## src/rtl/db_pkg.sv

```systemverilog
package db_pkg;
  typedef enum logic [1:0] {
    OP_HSEND = 2'd0,
    OP_HCLR  = 2'd1,
    OP_PSEND = 2'd2,
    OP_NONE  = 2'd3
  } msg_op_e;

  localparam int RB_W        = 64;
  localparam int TYPE_LSB    = 27;
  localparam int TYPE_W      = 5;
  localparam int SERVER_TYPE = 5;
  localparam int BCAST_LSB   = 25;
  localparam int BCAST_W     = 2;
  localparam int PID_W       = 14;
  localparam int TIDX_W      = 7;

  function automatic logic type_is_server(logic [RB_W-1:0] rb);
    return rb[TYPE_LSB +: TYPE_W] == TYPE_W'(SERVER_TYPE);
  endfunction

  function automatic logic [BCAST_W-1:0] bcast_field(logic [RB_W-1:0] rb);
    return rb[BCAST_LSB +: BCAST_W];
  endfunction
endpackage

```

## src/rtl/db_msg_decode.sv

```systemverilog
module db_msg_decode
  import db_pkg::*;
#(
  parameter int NUM_THREADS = 4,
  parameter int CORE_PID    = 8,
  localparam int TID_W      = (NUM_THREADS > 1) ? $clog2(NUM_THREADS) : 1
) (
  input  logic                   clk_i,
  input  logic                   rst_ni,
  input  logic                   msg_valid_i,
  input  logic [1:0]             msg_op_i,
  input  logic [TID_W-1:0]       msg_tid_i,
  input  logic [RB_W-1:0]        msg_rb_i,
  output logic [NUM_THREADS-1:0] hyp_set_o,
  output logic [NUM_THREADS-1:0] hyp_clr_o,
  output logic [NUM_THREADS-1:0] priv_set_o
);
  localparam logic [PID_W:0] PID_LO = (PID_W+1)'(CORE_PID);
  localparam logic [PID_W:0] PID_HI = (PID_W+1)'(CORE_PID + NUM_THREADS);
  localparam bit MULTI = NUM_THREADS > 1;

  msg_op_e          op;
  logic             accept;
  logic             is_hsend, is_hclr, is_psend;
  logic [PID_W-1:0] pid;
  logic [PID_W-1:0] pid_off;
  logic             in_core;
  logic             bcast;
  logic [TIDX_W-1:0] pidx;

  always_comb begin
    op       = msg_op_e'(msg_op_i);
    accept   = msg_valid_i && type_is_server(msg_rb_i);
    is_hsend = accept && (op == OP_HSEND);
    is_hclr  = accept && (op == OP_HCLR);
    is_psend = accept && (op == OP_PSEND);
    pid      = msg_rb_i[PID_W-1:0];
    pid_off  = pid - PID_W'(CORE_PID);
    in_core  = ({1'b0, pid} >= PID_LO) && ({1'b0, pid} < PID_HI);
    bcast    = MULTI && (bcast_field(msg_rb_i) != '0);
    pidx     = msg_rb_i[TIDX_W-1:0];
  end

  for (genvar t = 0; t < NUM_THREADS; t++) begin : g_thr
    logic hit;
    assign hit           = in_core && (pid_off == PID_W'(t));
    // broadcast reaches siblings only, never the addressed thread
    assign hyp_set_o[t]  = is_hsend && (bcast ? (in_core && !hit) : hit);
    assign hyp_clr_o[t]  = is_hclr && (msg_tid_i == TID_W'(t));
    assign priv_set_o[t] = is_psend && (pidx == TIDX_W'(t));
  end

  assert_unicast_onehot_R4: assert property (@(posedge clk_i) disable iff (!rst_ni)
    !bcast |-> $onehot0(hyp_set_o));

  assert_bcast_siblings_R5: assert property (@(posedge clk_i) disable iff (!rst_ni)
    (is_hsend && bcast && in_core) |-> ($countones(hyp_set_o) == NUM_THREADS - 1));

  assert_bad_type_no_set_R1: assert property (@(posedge clk_i) disable iff (!rst_ni)
    (msg_valid_i && !type_is_server(msg_rb_i)) |->
      (hyp_set_o == '0 && hyp_clr_o == '0 && priv_set_o == '0));

  assert_psend_range_R7: assert property (@(posedge clk_i) disable iff (!rst_ni)
    (is_psend && pidx >= TIDX_W'(NUM_THREADS)) |-> (priv_set_o == '0));
endmodule

```

## src/rtl/db_pend_bank.sv

```systemverilog
module db_pend_bank #(
  parameter int NUM_THREADS = 4
) (
  input  logic                   clk_i,
  input  logic                   rst_ni,
  input  logic [NUM_THREADS-1:0] set_i,
  input  logic [NUM_THREADS-1:0] clr_i,
  input  logic                   ld_i,
  input  logic [NUM_THREADS-1:0] ld_val_i,
  output logic [NUM_THREADS-1:0] q_o
);
  for (genvar t = 0; t < NUM_THREADS; t++) begin : g_bit
    // load beats clear beats set
    always_ff @(posedge clk_i or negedge rst_ni) begin
      if (!rst_ni)        q_o[t] <= 1'b0;
      else if (ld_i)      q_o[t] <= ld_val_i[t];
      else if (clr_i[t])  q_o[t] <= 1'b0;
      else if (set_i[t])  q_o[t] <= 1'b1;
    end

    assert_set_sticky_R7: assert property (@(posedge clk_i) disable iff (!rst_ni)
      (set_i[t] && !clr_i[t] && !ld_i) |=> q_o[t]);

    assert_clear_wins_R6: assert property (@(posedge clk_i) disable iff (!rst_ni)
      (clr_i[t] && !ld_i) |=> !q_o[t]);

    assert_no_spurious_rise_R1: assert property (@(posedge clk_i) disable iff (!rst_ni)
      (!set_i[t] && !ld_i) |=> !$rose(q_o[t]));
  end

  assert_load_exact_R10: assert property (@(posedge clk_i) disable iff (!rst_ni)
    ld_i |=> (q_o == $past(ld_val_i)));
endmodule

```

## src/rtl/db_pend_port.sv

```systemverilog
module db_pend_port
  import db_pkg::*;
#(
  parameter int NUM_THREADS = 4
) (
  input  logic                   clk_i,
  input  logic                   rst_ni,
  input  logic                   we_i,
  input  logic [RB_W-1:0]        wdata_i,
  input  logic [NUM_THREADS-1:0] priv_q_i,
  output logic                   ld_o,
  output logic [NUM_THREADS-1:0] ld_val_o,
  output logic [RB_W-1:0]        rdata_o,
  output logic                   inval_o
);
  localparam logic [RB_W-1:0] VALID_MASK = (RB_W'(1) << NUM_THREADS) - RB_W'(1);

  logic excess;

  always_comb begin
    ld_o     = we_i;
    ld_val_o = wdata_i[NUM_THREADS-1:0];
    excess   = |(wdata_i & ~VALID_MASK);
    rdata_o  = RB_W'(priv_q_i);
  end

  always_ff @(posedge clk_i or negedge rst_ni) begin
    if (!rst_ni) inval_o <= 1'b0;
    else         inval_o <= we_i && excess;
  end

  assert_inval_flag_R9: assert property (@(posedge clk_i) disable iff (!rst_ni)
    (we_i && (wdata_i[RB_W-1:NUM_THREADS] != '0)) |=> inval_o);

  assert_inval_quiet_R9: assert property (@(posedge clk_i) disable iff (!rst_ni)
    !we_i |=> !inval_o);

  assert_rdata_upper_zero_R8: assert property (@(posedge clk_i) disable iff (!rst_ni)
    rdata_o[RB_W-1:NUM_THREADS] == '0);
endmodule

```

## src/rtl/db_core_ctrl.sv

```systemverilog
module db_core_ctrl
  import db_pkg::*;
#(
  parameter int NUM_THREADS = 4,
  parameter int CORE_PID    = 8,
  localparam int TID_W      = (NUM_THREADS > 1) ? $clog2(NUM_THREADS) : 1
) (
  input  logic                   clk_i,
  input  logic                   rst_ni,
  input  logic                   msg_valid_i,
  input  logic [1:0]             msg_op_i,
  input  logic [TID_W-1:0]       msg_tid_i,
  input  logic [63:0]            msg_rb_i,
  input  logic                   pend_we_i,
  input  logic [63:0]            pend_wdata_i,
  output logic [63:0]            pend_rdata_o,
  output logic                   pend_inval_o,
  output logic [NUM_THREADS-1:0] hyp_db_o,
  output logic [NUM_THREADS-1:0] priv_db_o
);
  logic [NUM_THREADS-1:0] hyp_set, hyp_clr, priv_set;
  logic                   pend_ld;
  logic [NUM_THREADS-1:0] pend_ld_val;

  db_msg_decode #(.NUM_THREADS(NUM_THREADS), .CORE_PID(CORE_PID)) u_dec (
    .clk_i      (clk_i),
    .rst_ni     (rst_ni),
    .msg_valid_i(msg_valid_i),
    .msg_op_i   (msg_op_i),
    .msg_tid_i  (msg_tid_i),
    .msg_rb_i   (msg_rb_i),
    .hyp_set_o  (hyp_set),
    .hyp_clr_o  (hyp_clr),
    .priv_set_o (priv_set)
  );

  db_pend_bank #(.NUM_THREADS(NUM_THREADS)) u_hyp_bank (
    .clk_i   (clk_i),
    .rst_ni  (rst_ni),
    .set_i   (hyp_set),
    .clr_i   (hyp_clr),
    .ld_i    (1'b0),
    .ld_val_i('0),
    .q_o     (hyp_db_o)
  );

  db_pend_bank #(.NUM_THREADS(NUM_THREADS)) u_priv_bank (
    .clk_i   (clk_i),
    .rst_ni  (rst_ni),
    .set_i   (priv_set),
    .clr_i   ('0),
    .ld_i    (pend_ld),
    .ld_val_i(pend_ld_val),
    .q_o     (priv_db_o)
  );

  db_pend_port #(.NUM_THREADS(NUM_THREADS)) u_port (
    .clk_i   (clk_i),
    .rst_ni  (rst_ni),
    .we_i    (pend_we_i),
    .wdata_i (pend_wdata_i),
    .priv_q_i(priv_db_o),
    .ld_o    (pend_ld),
    .ld_val_o(pend_ld_val),
    .rdata_o (pend_rdata_o),
    .inval_o (pend_inval_o)
  );

  assert_bad_type_hyp_R1: assert property (@(posedge clk_i) disable iff (!rst_ni)
    (msg_valid_i && msg_rb_i[31:27] != 5'd5) |=> $stable(hyp_db_o));

  assert_bad_type_priv_R1: assert property (@(posedge clk_i) disable iff (!rst_ni)
    (msg_valid_i && msg_rb_i[31:27] != 5'd5 && !pend_we_i) |=> $stable(priv_db_o));

  assert_hclr_issuer_R6: assert property (@(posedge clk_i) disable iff (!rst_ni)
    (msg_valid_i && msg_op_i == 2'd1 && msg_rb_i[31:27] == 5'd5) |=> !hyp_db_o[$past(msg_tid_i)]);

  assert_write_wins_R10: assert property (@(posedge clk_i) disable iff (!rst_ni)
    pend_we_i |=> (priv_db_o == $past(pend_wdata_i[NUM_THREADS-1:0])));

  assert_rdata_mirror_R8: assert property (@(posedge clk_i) disable iff (!rst_ni)
    pend_rdata_o[NUM_THREADS-1:0] == priv_db_o);
endmodule

```

## config.mk

```make
export PLATFORM = sky130hd
export DESIGN_NAME = db_core_ctrl
export DESIGN_NICKNAME = d
export VERILOG_FILES = /design/src/rtl/db_pkg.sv /design/src/rtl/db_msg_decode.sv /design/src/rtl/db_pend_bank.sv /design/src/rtl/db_pend_port.sv /design/src/rtl/db_core_ctrl.sv
export SDC_FILE = /design/constraint.sdc
export NUM_CORES = 1
export LEC_CHECK = 0
export CORE_MARGIN = 4
export CORE_UTILIZATION = 21
export CTS_CLUSTER_SIZE = 20
export DETAILED_ROUTE_END_ITERATION = 12
export HOLD_SLACK_MARGIN = 0.12
export PLACE_DENSITY = 0.93
export SLEW_MARGIN = 20
export SYNTH_ARGS = -nofsm -noshare
export SYNTH_HDL_FRONTEND = slang
export SYNTH_SLANG_ARGS = --single-unit
```

## constraint.sdc

```tcl
create_clock -name clk_i -period 1.1 [get_ports clk_i]
set_input_delay 0.22 -clock clk_i [delete_from_list [all_inputs] [get_ports clk_i]]
set_output_delay 0.22 -clock clk_i [all_outputs]
set_load 0.03 [all_outputs]
```

==> results of run 1 <==
-- per-layer routing --
layer	share of wire (%)	global-route usage (%)	up-vias
met5	0	0	-
met4	0.82	2.45	0
met3	6.7	3.69	4
met2	61	23.4	61
met1	31	12.2	630
li1	-	-	640
-- power by group --
group	internal, mW	total [mW]	switching (mW)	leakage [nW]
clock network	0.251	0.364	0.113	0.0228
registers	0.349	0.365	0.0165	0.114
logic	0.314	0.802	0.488	0.940
total	0.914	1.53	0.618	1.08
-- final cells by class --
type	count	area [sq um]	share of cell area (%)
Multi-Input combinational cell	123	802	36.2
Inverter	4	15.0	0.678
Clock buffer	4	45.0	2.03
Timing Repair Buffer	124	1040	46.9
Sequential cell	9	225	10.2
Tap cell	70	87.6	3.95
-- kinds of logic (layout without fill, tap and decap cells) --
kind of cell	after synthesis	in the layout	share of synthesized area (%)
compound gates	17	17	10.5
buf+inv	68	132	42.3
xor+xnor	1	1	0.747
mux	3	3	2.88
other cells	1	60	0.320
fa+ha+maj	1	1	1.07
flops	9	9	19.2
simple gates	41	41	23.1
-- stage by stage --
step / setup WS, ns / utilization (%)
after global routing: -0.851 / 42.0
after floorplan: -0.763 / -
after CTS: -0.899 / 41.9
after detailed placement: -1.33 / 40.9
after global placement: -1.24 / 40.9
final: -0.840 / 42.0
-- timing repair --
action | in CTS | in global routing
pin swaps | 34 | 31
buffers inserted | 3 | 1
gates resized for setup | 143 | 53
endpoints found under the setup margin | 9 | 9
-- cells in the final DEF, fill, tap and decap left out, types with 2 or more instances in the layout --
master | Yosys | routed
o31ai_1 | 4 | 4
clkbuf_8 | 0 | 3
nor4_2 | 0 | 12
clkdlybuf4s15_1 | 0 | 24
clkbuf_2 | 0 | 19
dlygate4sd2_1 | 0 | 17
buf_2 | 0 | 10
or4_1 | 5 | 2
nor4_1 | 16 | 4
clkdlybuf4s50_1 | 0 | 16
conb_1 | 1 | 60
nand4_1 | 3 | 3
mux2_4 | 0 | 3
dfrtp_1 | 9 | 9
inv_1 | 4 | 3
dlymetal6s2s_1 | 0 | 4
buf_12 | 0 | 2
buf_6 | 0 | 4
nand2b_1 | 4 | 4
a31oi_1 | 8 | 8
o21bai_1 | 3 | 3
nor2_1 | 2 | 2
or4_4 | 0 | 3
buf_4 | 64 | 28
-- how the worst min path moves through the flow --
stage / to / slack [ns] / cells past startpoint
floorplan: u_hyp_bank.q_o[0]$_DFFE_PN0P_ / -0.08 / 0
global placement: u_port.inval_o$_DFF_PN0_ / 0.53 / 1
detailed placement: u_port.inval_o$_DFF_PN0_ / 0.54 / 1
CTS: u_port.inval_o$_DFF_PN0_ / 0.30 / 1
global route: u_hyp_bank.q_o[3]$_DFFE_PN0P_ / 0.31 / 1
finish: u_port.inval_o$_DFF_PN0_ / 0.29 / 1
-- state kept, by name (all words and copies together), names as in the netlist --
signal and cells:
u_hyp_bank.q_o 4, u_port.inval_o 1, u_priv_bank.q_o 4
-- worst max-delay path: stages --
cell	delay, ns
buf_6	0.09
or4_4	0.51
or3_4	0.38
or4b_4	0.53
o21bai_1	0.20
mux2_4	0.17
==> results.md, run 1 <==
- Setup TNS: -5.69 ns
- Mapped Avg Cell Area: around 8.3 sq um
- R2r startpoint: u_priv_bank.q_o[3]$_DFFE_PN0P_
- Fillers: 517
- Post-DP Area: roughly 2200 sq um
- Crit Path Class: in -> reg
- Final Hold Violating Endpoints: 0
- I/O pin count: 209
- Post-synth top flop: dfrtp_1
- Routed wire per std cell: 14.6 um
- Largest net degree at the start of global routing: 10
- Synth Instances: 141
- DRC violations left: 0
- DRT iter0 DRCs: 41
- Type of element launching the critical path: input port
- Clk_lat worst skew: between 0.2 and 0.25 ns
- Crit path to: u_priv_bank.q_o[3]$_DFFE_PN0P_
- Cell taking the most area after synthesis: buf_4
- Antenna violations before repair: 0
- Port Buffers: ~110
- Grt ovf: 0
- Post-layout instance area: roughly 2200 sq um
- CTS root buf: clkbuf_8
- Core area: 5270 sq um
- FF+latch count, synth: 9
- CTS tree: built
- Worst hold path class: in -> async
- Die Height: slightly above 80 um
- Vias in the first global route: around 1300
- Max-Cap Viols: 0
- Placer Congestion: around 0.9
- Die ar.: about 6800 sq um
- Synth top area cells: buf_4 41%, dfrtp_1 19%, nor4_1 8.5%, a31oi_1 4.3%, or4_1 3.2%
- Initial Util: between 20 and 25%
- CP Launch Point: msg_rb_i[4]
- Fin. max-slew vios: 0
- Routed via count: between 1000 and 1500
- Failing checks: negative setup slack
- Non-Filler Instances: around 330
- Vias per inst: roughly 4.0
- Detailed Route WL: slightly below 5000 um
- Row count: 26
- Inserted Diodes: 0
- GRT Total Usage: a little under an eighth
- RSZ-0062 raised after global routing: true
- R2R Path End: u_priv_bank.q_o[3]$_DFFE_PN0P_
- Placed insts: roughly 330
- Final Setup Violations: 9
- Antenna viol nets, final: 0
- Synthesized cell area: ~1200 sq um
- Outcome: complete, but fails checks
- Pre-antenna DRT Iters: 4
- Post-DP HPWL: 4190 um
- PwrDens: around 700 nW/um^2
- Global-route wire length before repair: between 6000 and 7000 um
- Async set or reset register ratio after synthesis: between 90% and 100%
- CP Max Fanout: 4
- Layout area overhead: 88.9%
- Crit path capture type: register
- CTS clk-pin slew, worst paths: around 0.04 ns
- Final Skew: 0 ns
- Crit path DAT: about 2.1 ns
- R2R depth: 2
- Achievable Freq: around 520 MHz
- Post-synth top cells: 64 x buf_4, 16 x nor4_1, 9 x dfrtp_1, 8 x a31oi_1, 5 x or4_1
- R2R Setup Slk: around 0.13 ns
- H-Tree Depth: 1
- Ys Warns: 0
- CTS sink count: 9
- Share of cells above drive strength 1: about a third
- Number of flops mapped to enable cells by yosys: 0
- Hold_buf cts: 0
- Static Leakage: roughly 1.1 nW
- CTS buffer count: 3
- Setup WS post-layout: -0.840 ns
- Max rail drop VDD: 289 uV
- WHS: 0.293 ns
- Seq/Total Area, Yosys: 19.2%
- Top-count cell post-synth: buf_4
- Total power: 1.53 mW
- Share of the synthesized area in the top cell type: between 40% and 50%
- Period utilization: 176%
- Synth unique cells: 27
- Clock Path Buffers: 2
- Minimum clock period: roughly 1.9 ns
- Worst Path Required: 1.27 ns
- Layout net count: 402
- Die Wd: roughly 83 um
(Power assumes the default switching activity.)
==> inputs of run 2 (changes only) <==
Settings changed: CELL_PAD_IN_SITES_DETAIL_PLACEMENT set to 1, CELL_PAD_IN_SITES_GLOBAL_PLACEMENT set to 1, CORE_UTILIZATION 21 to 13, PLACE_DENSITY 0.93 to 0.95, SKIP_CTS_REPAIR_TIMING set to 1.
Clock period 1.1 ns to 2.35 ns, I/O delays scaled along.
==> results.md, run 2 (same netlist as run 1, synthesis figures left out) <==
- Outcome: finished, final reports clean
- Pre-antenna DRT Iters: 4 (unchanged)
- Die Wd: 103 um (+24%)
- DRT iter0 DRCs: 10 (-76%)
- Top flop regs: u_hyp_bank.q_o (4), u_priv_bank.q_o (4), u_port.inval_o (1)
- Global-route wire length before repair: 6960 um (+15%)
- Initial Util: 13.4% (-8.9 points)
- Antenna violations before repair: 0 (unchanged)
- Fillers: 1052 (+100%)
- Largest net degree at the start of global routing: 10 (unchanged)
- Achievable Freq: 441 MHz
- CP max-delay cell: or4b_4
- Worst-path cell chain: dlymetal6s2s_1, or4_4, or3_4, or4b_4, o21bai_1, mux2_4
- Util after Layout: 25.7% (-16 points)
- H-Tree Depth: 1 (unchanged)
- CTS tree: built
- PwrDens: 332 nW/um^2 (-52%)
- Fin. max-slew vios: 0 (unchanged)
- Static Leakage: 0.933 nW (-13%)
- Max rail drop VDD: 117 uV (-59%)
- Clk_lat worst skew: 0.23 ns (about the same)
- DRC violations left: 0 (unchanged)
- Commonest cells after routing, fill and taps aside: 101 x clkdlybuf4s50_1, 60 x conb_1, 16 x nor4_1, 10 x buf_4, 9 x dfrtp_1
- Final Setup Violations: 0 (-9)
- CTS buffer count: 3 (unchanged)
- Routed via count: 1293 (-3.1%)
- Vias in the first global route: 1339 (+6.4%)
- CTS root buf: clkbuf_8
- Worst hold path class: in -> async
- GRT Total Usage: 8.40% (-3.5 points)
- Final Hold Violating Endpoints: 0 (unchanged)
- Detailed Route WL: 5090 um (+4.4%)
- CP peak stage delay: 0.59 ns (+0.06 ns)
- RSZ-0062 raised after global routing: false
- Vias per inst: 3.56 (-11%)
- Minimum clock period: about 2.3 ns
- Die ar.: 10600 sq um (+55%)
- Crit path DAT: 2.44 ns (+0.33 ns)
- Worst slack, placed: -0.390 ns (+0.943 ns)
- CP Max Fanout: 4 (unchanged)
- CTS sink count: 9 (unchanged)
- I/O pin count: 209 (unchanged)
- Type of element launching the critical path: input port
- Grt ovf: 0 (unchanged)
- Total power: 747 uW (-51%)
- Setup TNS: 0 ns (+5.69 ns)
- Post-DP HPWL: 4750 um (+13%)
- Inserted Diodes: 0 (unchanged)
- Crit path capture type: register
- Crit Path Class: in -> reg
- Setup WS post-layout: 0.0808 ns (+0.921 ns)
- Port Buffers: 105 (unchanged)
- CTS clk-pin slew, worst paths: 0.04 ns (about the same)
- Worst Path Required: 2.52 ns (+1.25 ns)
- Routed wire per std cell: 14.0 um (-4.0%)
- Row count: 34 (+31%)
- Clock Path Buffers: 2 (unchanged)
- Core area: 8760 sq um (+66%)
- Die Height: 103 um (+24%)
- Commonest non-fill, non-tap cell in the layout: clkdlybuf4s50_1
- Layout net count: 393 (-2.2%)
- Antenna viol nets, final: 0 (unchanged)
- Placer Congestion: 0.862 (-3.4%)
- Period utilization: between 90% and 100%
- Layout area overhead: 91.8%
- Max-Cap Viols: 0 (unchanged)
- Final Skew: 0 ns (unchanged)
- Share of cells above drive strength 1: 8.24% (-27 points)
[run 2: per-stage QoR]
step / instance area (sq um) / hold WS (ns) / cells
floorplan: 1390 / 0.174 / 200
global placement: 2170 / 0.522 / 358
detailed placement: 2170 / 0.541 / 358
CTS: 2210 / 0.541 / 362
global route: 2250 / 0.552 / 363
finish: 2250 / 0.530 / 363
[run 2: cell type report]
| class | instances | area (sq um) | share of cell area (%) |
|---|---|---|---|
| multi-input cells | 123 | 692 | 30.8 |
| inverters | 4 | 15.0 | 0.668 |
| flip-flops and latches | 9 | 225 | 10.0 |
| well taps | 108 | 135 | 6.01 |
| repair buffers | 115 | 1140 | 50.5 |
| clock buffers | 4 | 45.0 | 2.00 |
[run 2: final timing paths]
check | start | endpoint | slack [ns] | cells past startpoint
max | msg_op_i[0] | u_priv_bank.q_o[1]$_DFFE_PN0P_ | 0.08 | 6
min | rst_ni | u_hyp_bank.q_o[1]$_DFFE_PN0P_ | 0.53 | 1
max reg2reg | u_priv_bank.q_o[1]$_DFFE_PN0P_ | u_priv_bank.q_o[1]$_DFFE_PN0P_ | 1.42 | 2
min reg2reg | u_priv_bank.q_o[0]$_DFFE_PN0P_ | u_priv_bank.q_o[0]$_DFFE_PN0P_ | 0.55 | 1
max in group asynchronous | rst_ni | u_priv_bank.q_o[3]$_DFFE_PN0P_ | 1.55 | 1
min in group clk_i | u_priv_bank.q_o[0]$_DFFE_PN0P_ | u_priv_bank.q_o[0]$_DFFE_PN0P_ | 0.55 | 1
[run 2: worst max-delay path: cells and delay by family]
family | cells | cell delay [ns]
simple gates | 3 | 1.51
mux | 1 | 0.16
compound gates | 1 | 0.17
buf+inv | 1 | 0.13
[run 2: power by group]
group | total [mW] | switching (mW) | internal, mW
logic | 0.400 | 0.217 | 0.183
clock network | 0.178 | 0.0597 | 0.118
registers | 0.169 | 0.00621 | 0.163
total | 0.747 | 0.283 | 0.464
[run 2: layer usage]
metal,part of all wire (%),GRT usage (%)
met1,31,9.09
met2,60,16.1
met3,5.6,0.609
met4,2.8,4.38
met5,0,0
